**config.mk**
```make
export PLATFORM = sky130hd
export DESIGN_NAME = sector_erase_window
export DESIGN_NICKNAME = d
export VERILOG_FILES = /design/src/rtl/sew_pkg.sv /design/src/rtl/sew_cmd_decode.sv /design/src/rtl/sew_down_counter.sv /design/src/rtl/sew_sector_map.sv /design/src/rtl/sector_erase_window.sv
export SDC_FILE = /design/constraint.sdc
export NUM_CORES = 1
export LEC_CHECK = 0
export BUFFER_PORTS_ARGS = -buffer_cell sky130_fd_sc_hd__clkbuf_2
export CAP_MARGIN = 25
export CORE_AREA = 2 2 54 56
export CTS_CLUSTER_DIAMETER = 120
export DETAILED_ROUTE_END_ITERATION = 10
export DIE_AREA = 0 0 56 58
export HOLD_SLACK_MARGIN = 0.15
export PLACE_DENSITY = 0.73
export SLEW_MARGIN = 20
export SYNTH_ARGS = -nofsm -noshare
export SYNTH_HDL_FRONTEND = slang
export SYNTH_SLANG_ARGS = --single-unit
```
**constraint.sdc**
```tcl
create_clock -name clk_i -period 4.7 [get_ports clk_i]
set_clock_uncertainty 0.05 [all_clocks]
set_input_delay 0.94 -clock clk_i [delete_from_list [all_inputs] [get_ports clk_i]]
set_output_delay 0.94 -clock clk_i [all_outputs]
set_load 0.005 [all_outputs]
```
**src/rtl/sew_pkg.sv**
```systemverilog
package sew_pkg;
  localparam logic [2:0] CMD_SECTOR  = 3'd1;
  localparam logic [2:0] CMD_CHIP    = 3'd2;
  localparam logic [2:0] CMD_SUSPEND = 3'd3;
  localparam logic [2:0] CMD_RESUME  = 3'd4;

  typedef enum logic [1:0] {
    ST_IDLE,
    ST_WINDOW,
    ST_ERASE,
    ST_SUSP
  } sew_state_e;

  typedef struct packed {
    logic sector;
    logic chip;
    logic suspend;
    logic resume;
    logic other;
  } sew_cmd_t;
endpackage

```
**src/rtl/sew_cmd_decode.sv**
```systemverilog
module sew_cmd_decode
  import sew_pkg::*;
#(
  parameter int NUM_SECTORS = 8,
  parameter int SECW        = 3
) (
  input  logic                   valid_i,
  input  logic [2:0]             kind_i,
  input  logic [SECW-1:0]        idx_i,
  output sew_cmd_t               cmd_o,
  output logic [NUM_SECTORS-1:0] sector_oh_o
);
  always_comb begin
    cmd_o         = '0;
    cmd_o.sector  = valid_i && (kind_i == CMD_SECTOR);
    cmd_o.chip    = valid_i && (kind_i == CMD_CHIP);
    cmd_o.suspend = valid_i && (kind_i == CMD_SUSPEND);
    cmd_o.resume  = valid_i && (kind_i == CMD_RESUME);
    cmd_o.other   = valid_i && !(cmd_o.sector || cmd_o.chip || cmd_o.suspend || cmd_o.resume);
  end

  for (genvar g = 0; g < NUM_SECTORS; g++) begin : g_oh
    assign sector_oh_o[g] = (idx_i == SECW'(g));
  end
endmodule

```
**src/rtl/sew_down_counter.sv**
```systemverilog
module sew_down_counter #(
  parameter int WIDTH = 4
) (
  input  logic             clk_i,
  input  logic             rst_ni,
  input  logic             load_i,
  input  logic [WIDTH-1:0] load_val_i,
  input  logic             en_i,
  output logic             zero_o
);
  logic [WIDTH-1:0] cnt_q;

  always_ff @(posedge clk_i or negedge rst_ni) begin
    if (!rst_ni)                    cnt_q <= '0;
    else if (load_i)                cnt_q <= load_val_i;
    else if (en_i && cnt_q != '0)   cnt_q <= cnt_q - 1'b1;
  end

  assign zero_o = (cnt_q == '0);
endmodule

```
**src/rtl/sew_sector_map.sv**
```systemverilog
module sew_sector_map #(
  parameter int NUM_SECTORS = 8
) (
  input  logic                   clk_i,
  input  logic                   rst_ni,
  input  logic                   clear_i,
  input  logic                   set_i,
  input  logic [NUM_SECTORS-1:0] set_mask_i,
  output logic [NUM_SECTORS-1:0] map_o
);
  always_ff @(posedge clk_i or negedge rst_ni) begin
    if (!rst_ni)      map_o <= '0;
    else if (clear_i) map_o <= '0;
    else if (set_i)   map_o <= map_o | set_mask_i;
  end
endmodule

```
**src/rtl/sector_erase_window.sv**
```systemverilog
module sector_erase_window
  import sew_pkg::*;
#(
  parameter int NUM_SECTORS   = 8,
  parameter int WINDOW_CYCLES = 16,
  parameter int ERASE_CYCLES  = 32,
  localparam int SECW  = (NUM_SECTORS > 1) ? $clog2(NUM_SECTORS) : 1
) (
  input  logic                   clk_i,
  input  logic                   rst_ni,
  input  logic                   cmd_valid_i,
  input  logic [2:0]             cmd_kind_i,
  input  logic [SECW-1:0]        sector_idx_i,
  output logic [NUM_SECTORS-1:0] sel_map_o,
  output logic                   window_closed_o,
  output logic                   erase_active_o
);
  localparam int WIN_W = (WINDOW_CYCLES > 1) ? $clog2(WINDOW_CYCLES) : 1;
  localparam int ERS_W = (ERASE_CYCLES > 1) ? $clog2(ERASE_CYCLES) : 1;
  localparam logic [WIN_W-1:0] WIN_RELOAD = WIN_W'(WINDOW_CYCLES - 1);
  localparam logic [ERS_W-1:0] ERS_RELOAD = ERS_W'(ERASE_CYCLES - 1);

  sew_state_e state_q, state_d;
  sew_cmd_t   cmd;
  logic [NUM_SECTORS-1:0] sector_oh, map_mask;
  logic win_load, win_en, win_zero;
  logic ers_load, ers_en, ers_zero;
  logic map_clear, map_set;

  sew_cmd_decode #(.NUM_SECTORS(NUM_SECTORS), .SECW(SECW)) u_dec (
    .valid_i     (cmd_valid_i),
    .kind_i      (cmd_kind_i),
    .idx_i       (sector_idx_i),
    .cmd_o       (cmd),
    .sector_oh_o (sector_oh)
  );

  sew_down_counter #(.WIDTH(WIN_W)) u_win_cnt (
    .clk_i      (clk_i),
    .rst_ni     (rst_ni),
    .load_i     (win_load),
    .load_val_i (WIN_RELOAD),
    .en_i       (win_en),
    .zero_o     (win_zero)
  );

  sew_down_counter #(.WIDTH(ERS_W)) u_ers_cnt (
    .clk_i      (clk_i),
    .rst_ni     (rst_ni),
    .load_i     (ers_load),
    .load_val_i (ERS_RELOAD),
    .en_i       (ers_en),
    .zero_o     (ers_zero)
  );

  sew_sector_map #(.NUM_SECTORS(NUM_SECTORS)) u_map (
    .clk_i      (clk_i),
    .rst_ni     (rst_ni),
    .clear_i    (map_clear),
    .set_i      (map_set),
    .set_mask_i (map_mask),
    .map_o      (sel_map_o)
  );

  always_comb begin
    state_d   = state_q;
    win_load  = 1'b0;
    win_en    = 1'b0;
    ers_load  = 1'b0;
    ers_en    = 1'b0;
    map_clear = 1'b0;
    map_set   = 1'b0;
    map_mask  = sector_oh;
    unique case (state_q)
      ST_IDLE: begin
        if (cmd.sector) begin
          state_d  = ST_WINDOW;
          win_load = 1'b1;
          map_set  = 1'b1;
        end else if (cmd.chip) begin
          state_d  = ST_ERASE;
          ers_load = 1'b1;
          map_set  = 1'b1;
          map_mask = '1;
        end
      end
      ST_WINDOW: begin
        if (cmd.sector) begin
          win_load = 1'b1;
          map_set  = 1'b1;
        end else if (cmd.chip || cmd.resume || cmd.other) begin
          state_d   = ST_IDLE;
          map_clear = 1'b1;
        end else if (win_zero) begin
          state_d  = ST_ERASE;
          ers_load = 1'b1;
        end else begin
          win_en = 1'b1;
        end
      end
      ST_ERASE: begin
        // completion wins over a same-cycle suspend; the cycle that carries
        // the suspend is still an active cycle and counts down
        if (ers_zero) begin
          state_d   = ST_IDLE;
          map_clear = 1'b1;
        end else begin
          ers_en = 1'b1;
          if (cmd.suspend) state_d = ST_SUSP;
        end
      end
      ST_SUSP: begin
        if (cmd.resume) state_d = ST_ERASE;
      end
      default: state_d = ST_IDLE;
    endcase
  end

  always_ff @(posedge clk_i or negedge rst_ni) begin
    if (!rst_ni) state_q <= ST_IDLE;
    else         state_q <= state_d;
  end

  assign window_closed_o = (state_q == ST_ERASE) || (state_q == ST_SUSP);
  assign erase_active_o  = (state_q == ST_ERASE);
endmodule

```
Yosys cells after proc, flatten, opt, wreduce, memory -nomap -nowiden
Cells that the tools add are included.

$add $sub $neg: 2. Equality and inequality tests: 19. Mux-type cells: 38. Bitwise gates (word level): 1. Reductions and logical operators: 25.

Operator list (number): $mux W8 (5); $mux W1 (17); $mux W2 (8); $eq A3 B3 Y1 const B (5); $eq A3 B2 Y1 const B (4); $mux W5 (2); $mux W4 (2); $or A8 B8 Y8 (1); $pmux W2 S4 (1); $logic_and A1 B1 Y1 (7); $eq A3 B1 Y1 const B (2); $logic_or A1 B1 Y1 (6); $pmux W1 S2 (3); $reduce_bool A2 Y1 (3); $logic_not A5 Y1 (1); $reduce_and A5 Y1 (1); $reduce_bool A5 Y1 (1); $sub A5 B1 Y5 const B (1); $eq A2 B2 Y1 const B (2); $logic_not A4 Y1 (1); $ne A2 B2 Y1 const B (2); $reduce_bool A4 Y1 (1); $sub A4 B1 Y4 const B (1); $logic_not A3 Y1 (1); other kinds (7) (7).

Bits in registers: 19. Input bits: 9. Output and inout bits: 10.

Longest topological paths before layout
Word-level depth: 14. Depth in mapped cells: 7. Depth with buffers taken out: 6.

Cells and area by module
From an unflattened synthesis, not the netlist that was laid out.

Cells, all modules: 148. Area, all modules: 1320.0 µm².

Modules (own cells, without submodules): sector_erase_window (instances 1, cells each 46, area each 340.3 µm², sequential area each 50.0 µm²); sew_down_counter at u_ers_cnt (instances 1, cells each 32, area each 304.0 µm², sequential area each 125.1 µm²); sew_sector_map (instances 1, cells each 26, area each 286.5 µm², sequential area each 200.2 µm²); sew_down_counter at u_win_cnt (instances 1, cells each 27, area each 270.3 µm², sequential area each 100.1 µm²); sew_cmd_decode (instances 1, cells each 17, area each 118.9 µm², sequential area each 0.0 µm²).

Worst setup path after synthesis
No wires, ideal clock.

Path kind: input to register. Start point: input cmd_valid_i. End point: register state_q[1]. Data arrival time: 1.990 ns. Required time: 4.523 ns. Path slack: 2.533 ns. Stages on the path: 5. Path buffers: 1. Cell sequence: clkbuf_1 > nor4bb_1 > o21ai_2 > nand4_1 > mux2_1.

Cells in the longest elaborated chain, start to end: 10. Elaborated cells on any way between the ends: 21. Classes of those cells: eq/ne (5); mux (4); reduce/logical (12).

Ends and longest elaborated chain: from (decl) (RTL line sector_erase_window.sv:11) `input logic cmd_valid_i,`; $logic_and A1 B1 Y1, on equally long branches (RTL line sew_cmd_decode.sv:15, sew_cmd_decode.sv:16); $logic_or A1 B1 Y1 (3 in a row) (RTL line sew_cmd_decode.sv:19) `cmd_o.other = valid_i && !(cmd_o.sector || cmd_o.chip || cmd_o.suspend || cmd_o.resume);`; $logic_not A1 Y1 (RTL line sew_cmd_decode.sv:19); $logic_and A1 B1 Y1 (RTL line sew_cmd_decode.sv:19); $logic_or A1 B1 Y1 (RTL line sector_erase_window.sv:91) `end else if (cmd.chip || cmd.resume || cmd.other) begin`; $mux W2 (RTL line sector_erase_window.sv:91); $mux W2 (RTL line sector_erase_window.sv:88) `if (cmd.sector) begin`; $pmux W2 S4 (RTL line sector_erase_window.sv:74) `unique case (state_q)`; to (signal assigned) (RTL line sector_erase_window.sv:121) `else state_q <= state_d;`; to (decl) (RTL line sector_erase_window.sv:23) `sew_state_e state_q, state_d;`.

Parallel ways exist; a longest one is shown, timed or not. The select of a mux whose other input is x is not followed. A chain may end at the register's enable or synchronous reset.

Final worst setup path
Start point: register state_q[0]. End point: output window_closed_o.

Cells in the longest elaborated chain, start to end: 2. Elaborated cells on any way between the ends: 3. Classes of those cells: eq/ne (2); reduce/logical (1).

Ends and longest elaborated chain: $eq A2 B2 Y1 (RTL line sector_erase_window.sv:124) `assign window_closed_o = (state_q == ST_ERASE) || (state_q == ST_SUSP);`; $logic_or A1 B1 Y1 (*) (RTL line sector_erase_window.sv:124); to (decl) (RTL line sector_erase_window.sv:15) `output logic window_closed_o,`.

Mark *: on every way between the ends. The rest lies on a longest branch, timed or not.

==> run summary <==
Status -> finished, final reports clean
WL per Instance -> 13.5 um
Yosys warns -> 0
DRT iter0 DRCs -> 29
Starting Density -> 43.8%
Layout area overhead -> 11.9%
Synth Flop Type -> dfrtp_1
Crit path DAT -> 1.51 ns
Seq/Total Area, Yosys -> 40.7%
Fin. Hold Viols -> 0
Seq pwr share -> 40.4%
Clock network power share -> 10.7%
CTS Sinks -> 19
RSZ-0062 raised after global routing -> false
Yosys top cell area share -> 40.7%
Fillers -> 259
Cts hold-fix bufs -> 0
Tot GR Track Use -> 14.9%
Syn Inst Count -> 122
Port bufs -> 18
Sw power -> 0.296 mW
Core Rows -> 19
Most frequent cells after synthesis -> dfrtp_1 (19), nor2_1 (15), inv_1 (11), nand2_1 (8)
CP Class -> flop to primary output
Residual DRC -> 0
Crit-path max FO -> 7
CP cell instances -> inv_1 > ha_1 > or2_2 > clkbuf_2
Antenna Cells -> 0
Cell-internal power -> 0.453 mW
Largest family of logic cells by synthesized area -> simple AND/OR/NAND/NOR gates
Synthesized cell area -> 0.00117 mm^2
NumNets Final -> 156
Die extent in y -> 58 um
Pleak -> 0.595 nW
Post-CTS Setup Inserts -> 0
Net count after synthesis -> 137
GPL Wtd Cong -> 0.773
Avg Inst Size Synth -> 9.57 um^2
Fmax -> 0.400 GHz
Switching Fraction -> 39.5%
Worst setup EP type -> primary output
CP Data Required Time -> 3.71 ns
Synth area leaders -> dfrtp_1 (41%), ha_1 (6.4%), nor2_1 (4.8%)
Crit-path max cell delay -> 0.40 ns
Compound-Gate Fraction of Synth Area -> 15.9%
Startpoint types -> flop
Setup TNS -> 0 ns
Via Count -> 994
Wire length after detailed routing -> 2310 um
Clock latency at the later pin of the worst-skew pair -> 0.29 ns
First-pass GRT wire length -> 3930 um
Vias in the first global route -> 952
Leading area contributor after synthesis -> dfrtp_1
Core Util, Final -> 49.1%
Post-layout min period -> 2.50 ns
Measured slew at the worst slew-check pin -> 0.688 ns
Core ar. -> 0.00266 mm^2
Most frequent cell after synthesis -> dfrtp_1
DIE AREA -> 0.00325 mm^2
Worst slew margin -> 53.9%
Post-DRT Antenna Nets -> 0
Simple-Gate Fraction of Synth Area -> 24.3%
HPWL Detailed -> 1790 um
Post-Synth XOR/XNOR Area -> 3.75%
Num CTS Buffers -> 3
DRT Pass-1 Iters -> 4
CP max-delay cell -> dfrtp_1
CTS max path bufs -> 2
HP Class -> flop to flop
CTS H-tree depth -> 1
Synth Area in Adders -> 6.43%
Reg clk slew, reported paths -> 0.11 ns
Asr flop ratio synth -> 100%
Comb pwr share -> 48.8%
CTS tree -> built
VDD IR max -> 425 uV
Setup ws final -> 2.20 ns
Largest delay share family, worst path -> flip-flops
Post-synth EDFFs -> 0
I/O pin count -> 19
Clock Tree Root -> clkbuf_4
# Max-Cap Violations -> 0
Via/cell ratio -> 5.81
Worst Path Buf+Inv -> 2
Grt ovf -> 0
Initial antenna violation count -> 0
#FFs+latches synth -> 19
Power Density -> 573 mW/mm^2
Layout cells sized above 1 -> 21.4%
Post-CTS resize count -> 0
Setup violation total in the final timing report -> 0
Yosys cell types -> 42
Fin crit share -> 53.2%
Mux contribution to synthesized area -> 3.54%
Die Wd -> 56 um
Max-slew violation count -> 0
DP Worst Slack -> 2.07 ns
Largest net degree at the start of global routing -> 20
==> power groups by stage <==
stage	registers, mW	logic (mW)	clock network [mW]
2_1_floorplan	0.297	0.260	0
3_3_place_gp	0.301	0.351	0
3_5_place_dp	0.306	0.366	0
4_1_cts	0.304	0.368	0.0819
5_1_grt	0.312	0.414	0.0875
6_report	0.303	0.366	0.0802
==> cells in the final DEF (no fill, tap or decap), types with 2 or more instances in the layout <==
cell and instances:
dfrtp_1 19, clkbuf_2 18, nor2_1 15, inv_1 11, nand2_1 8, a311oi_1 6, ha_1 6, a211o_1 4
nand3_1 4, mux2i_1 3, nand2b_1 3, xor2_1 3, nand4_1 3, clkbuf_4 3, nand3b_1 2, nor4bb_1 2
nor3b_1 2, nor3_2 2, nor2b_1 2, a21oi_1 2, xnor2_1 2
==> tightest hold or removal path, stage by stage (launching register included) <==
cell      delay [ns]
dfrtp_1         0.36
a311oi_1        0.05
nor2_1          0.08
==> registers in the layout, indices dropped and copies added (netlist names) <==
signal and flops:
u_win_cnt.cnt_q 4, u_ers_cnt.cnt_q 5, state_q 2, u_map.map_o 8
==> stage by stage <==
| step | instance area [um^2] | hold slack [ns] | cells | total power, mW |
|---|---|---|---|---|
| 2_1_floorplan | 1170 | 0.401 | 122 | 0.557 |
| 3_3_place_gp | 1270 | 0.427 | 167 | 0.652 |
| 3_5_place_dp | 1270 | 0.458 | 167 | 0.672 |
| 4_1_cts | 1300 | 0.480 | 171 | 0.754 |
| 5_1_grt | 1310 | 0.491 | 171 | 0.813 |
| 6_report | 1310 | 0.466 | 171 | 0.749 |
==> layout make-up <==
cell class	instances	area [um^2]	area share, %
inverters	11	41.3	3.16
flip-flops and latches	19	475	36.4
multi-input cells	88	634	48.6
well taps	31	38.8	2.97
clock buffers	4	26.3	2.01
repair buffers	18	90.1	6.90
==> layer usage <==
layer | part of all wire, % | vias up | track usage, %
met1 | 48 | 485 | 18.9
met2 | 46 | 28 | 25.2
met4 | 1.3 | 0 | 7.14
met3 | 4.1 | 4 | 2.01
met5 | 0 | - | 0
li1 | - | 477 | -
==> final timing paths <==
path                                            startpoint  slack (ns)                          to  cells after the start
worst max register to register      state_q[0]$_DFFE_PN0P_        2.69  u_map.map_o[1]$_DFFE_PN0P_                      6
max in group asynchronous                           rst_ni        3.76  u_map.map_o[0]$_DFFE_PN0P_                      1
worst max-delay path                state_q[0]$_DFFE_PN0P_        2.20             window_closed_o                      4
min in group asynchronous                           rst_ni        0.52  u_map.map_o[3]$_DFFE_PN0P_                      1
worst min register to register  u_map.map_o[0]$_DFFE_PN0P_        0.47  u_map.map_o[0]$_DFFE_PN0P_                      2
worst min-delay path            u_map.map_o[0]$_DFFE_PN0P_        0.47  u_map.map_o[0]$_DFFE_PN0P_                      2
==> cell families (layout without fill, tap and decap cells) <==
family | after synthesis | after routing
adder cells (fa/ha/maj) | 6 | 6
AND/OR/NAND/NOR | 51 | 51
multiplexers | 4 | 4
buffers and inverters | 15 | 33
flip-flops | 19 | 19
AO/OA/AOI/OAI | 22 | 22
XOR/XNOR | 5 | 5
No activity file was read; power rests on OpenSTA's default activity.
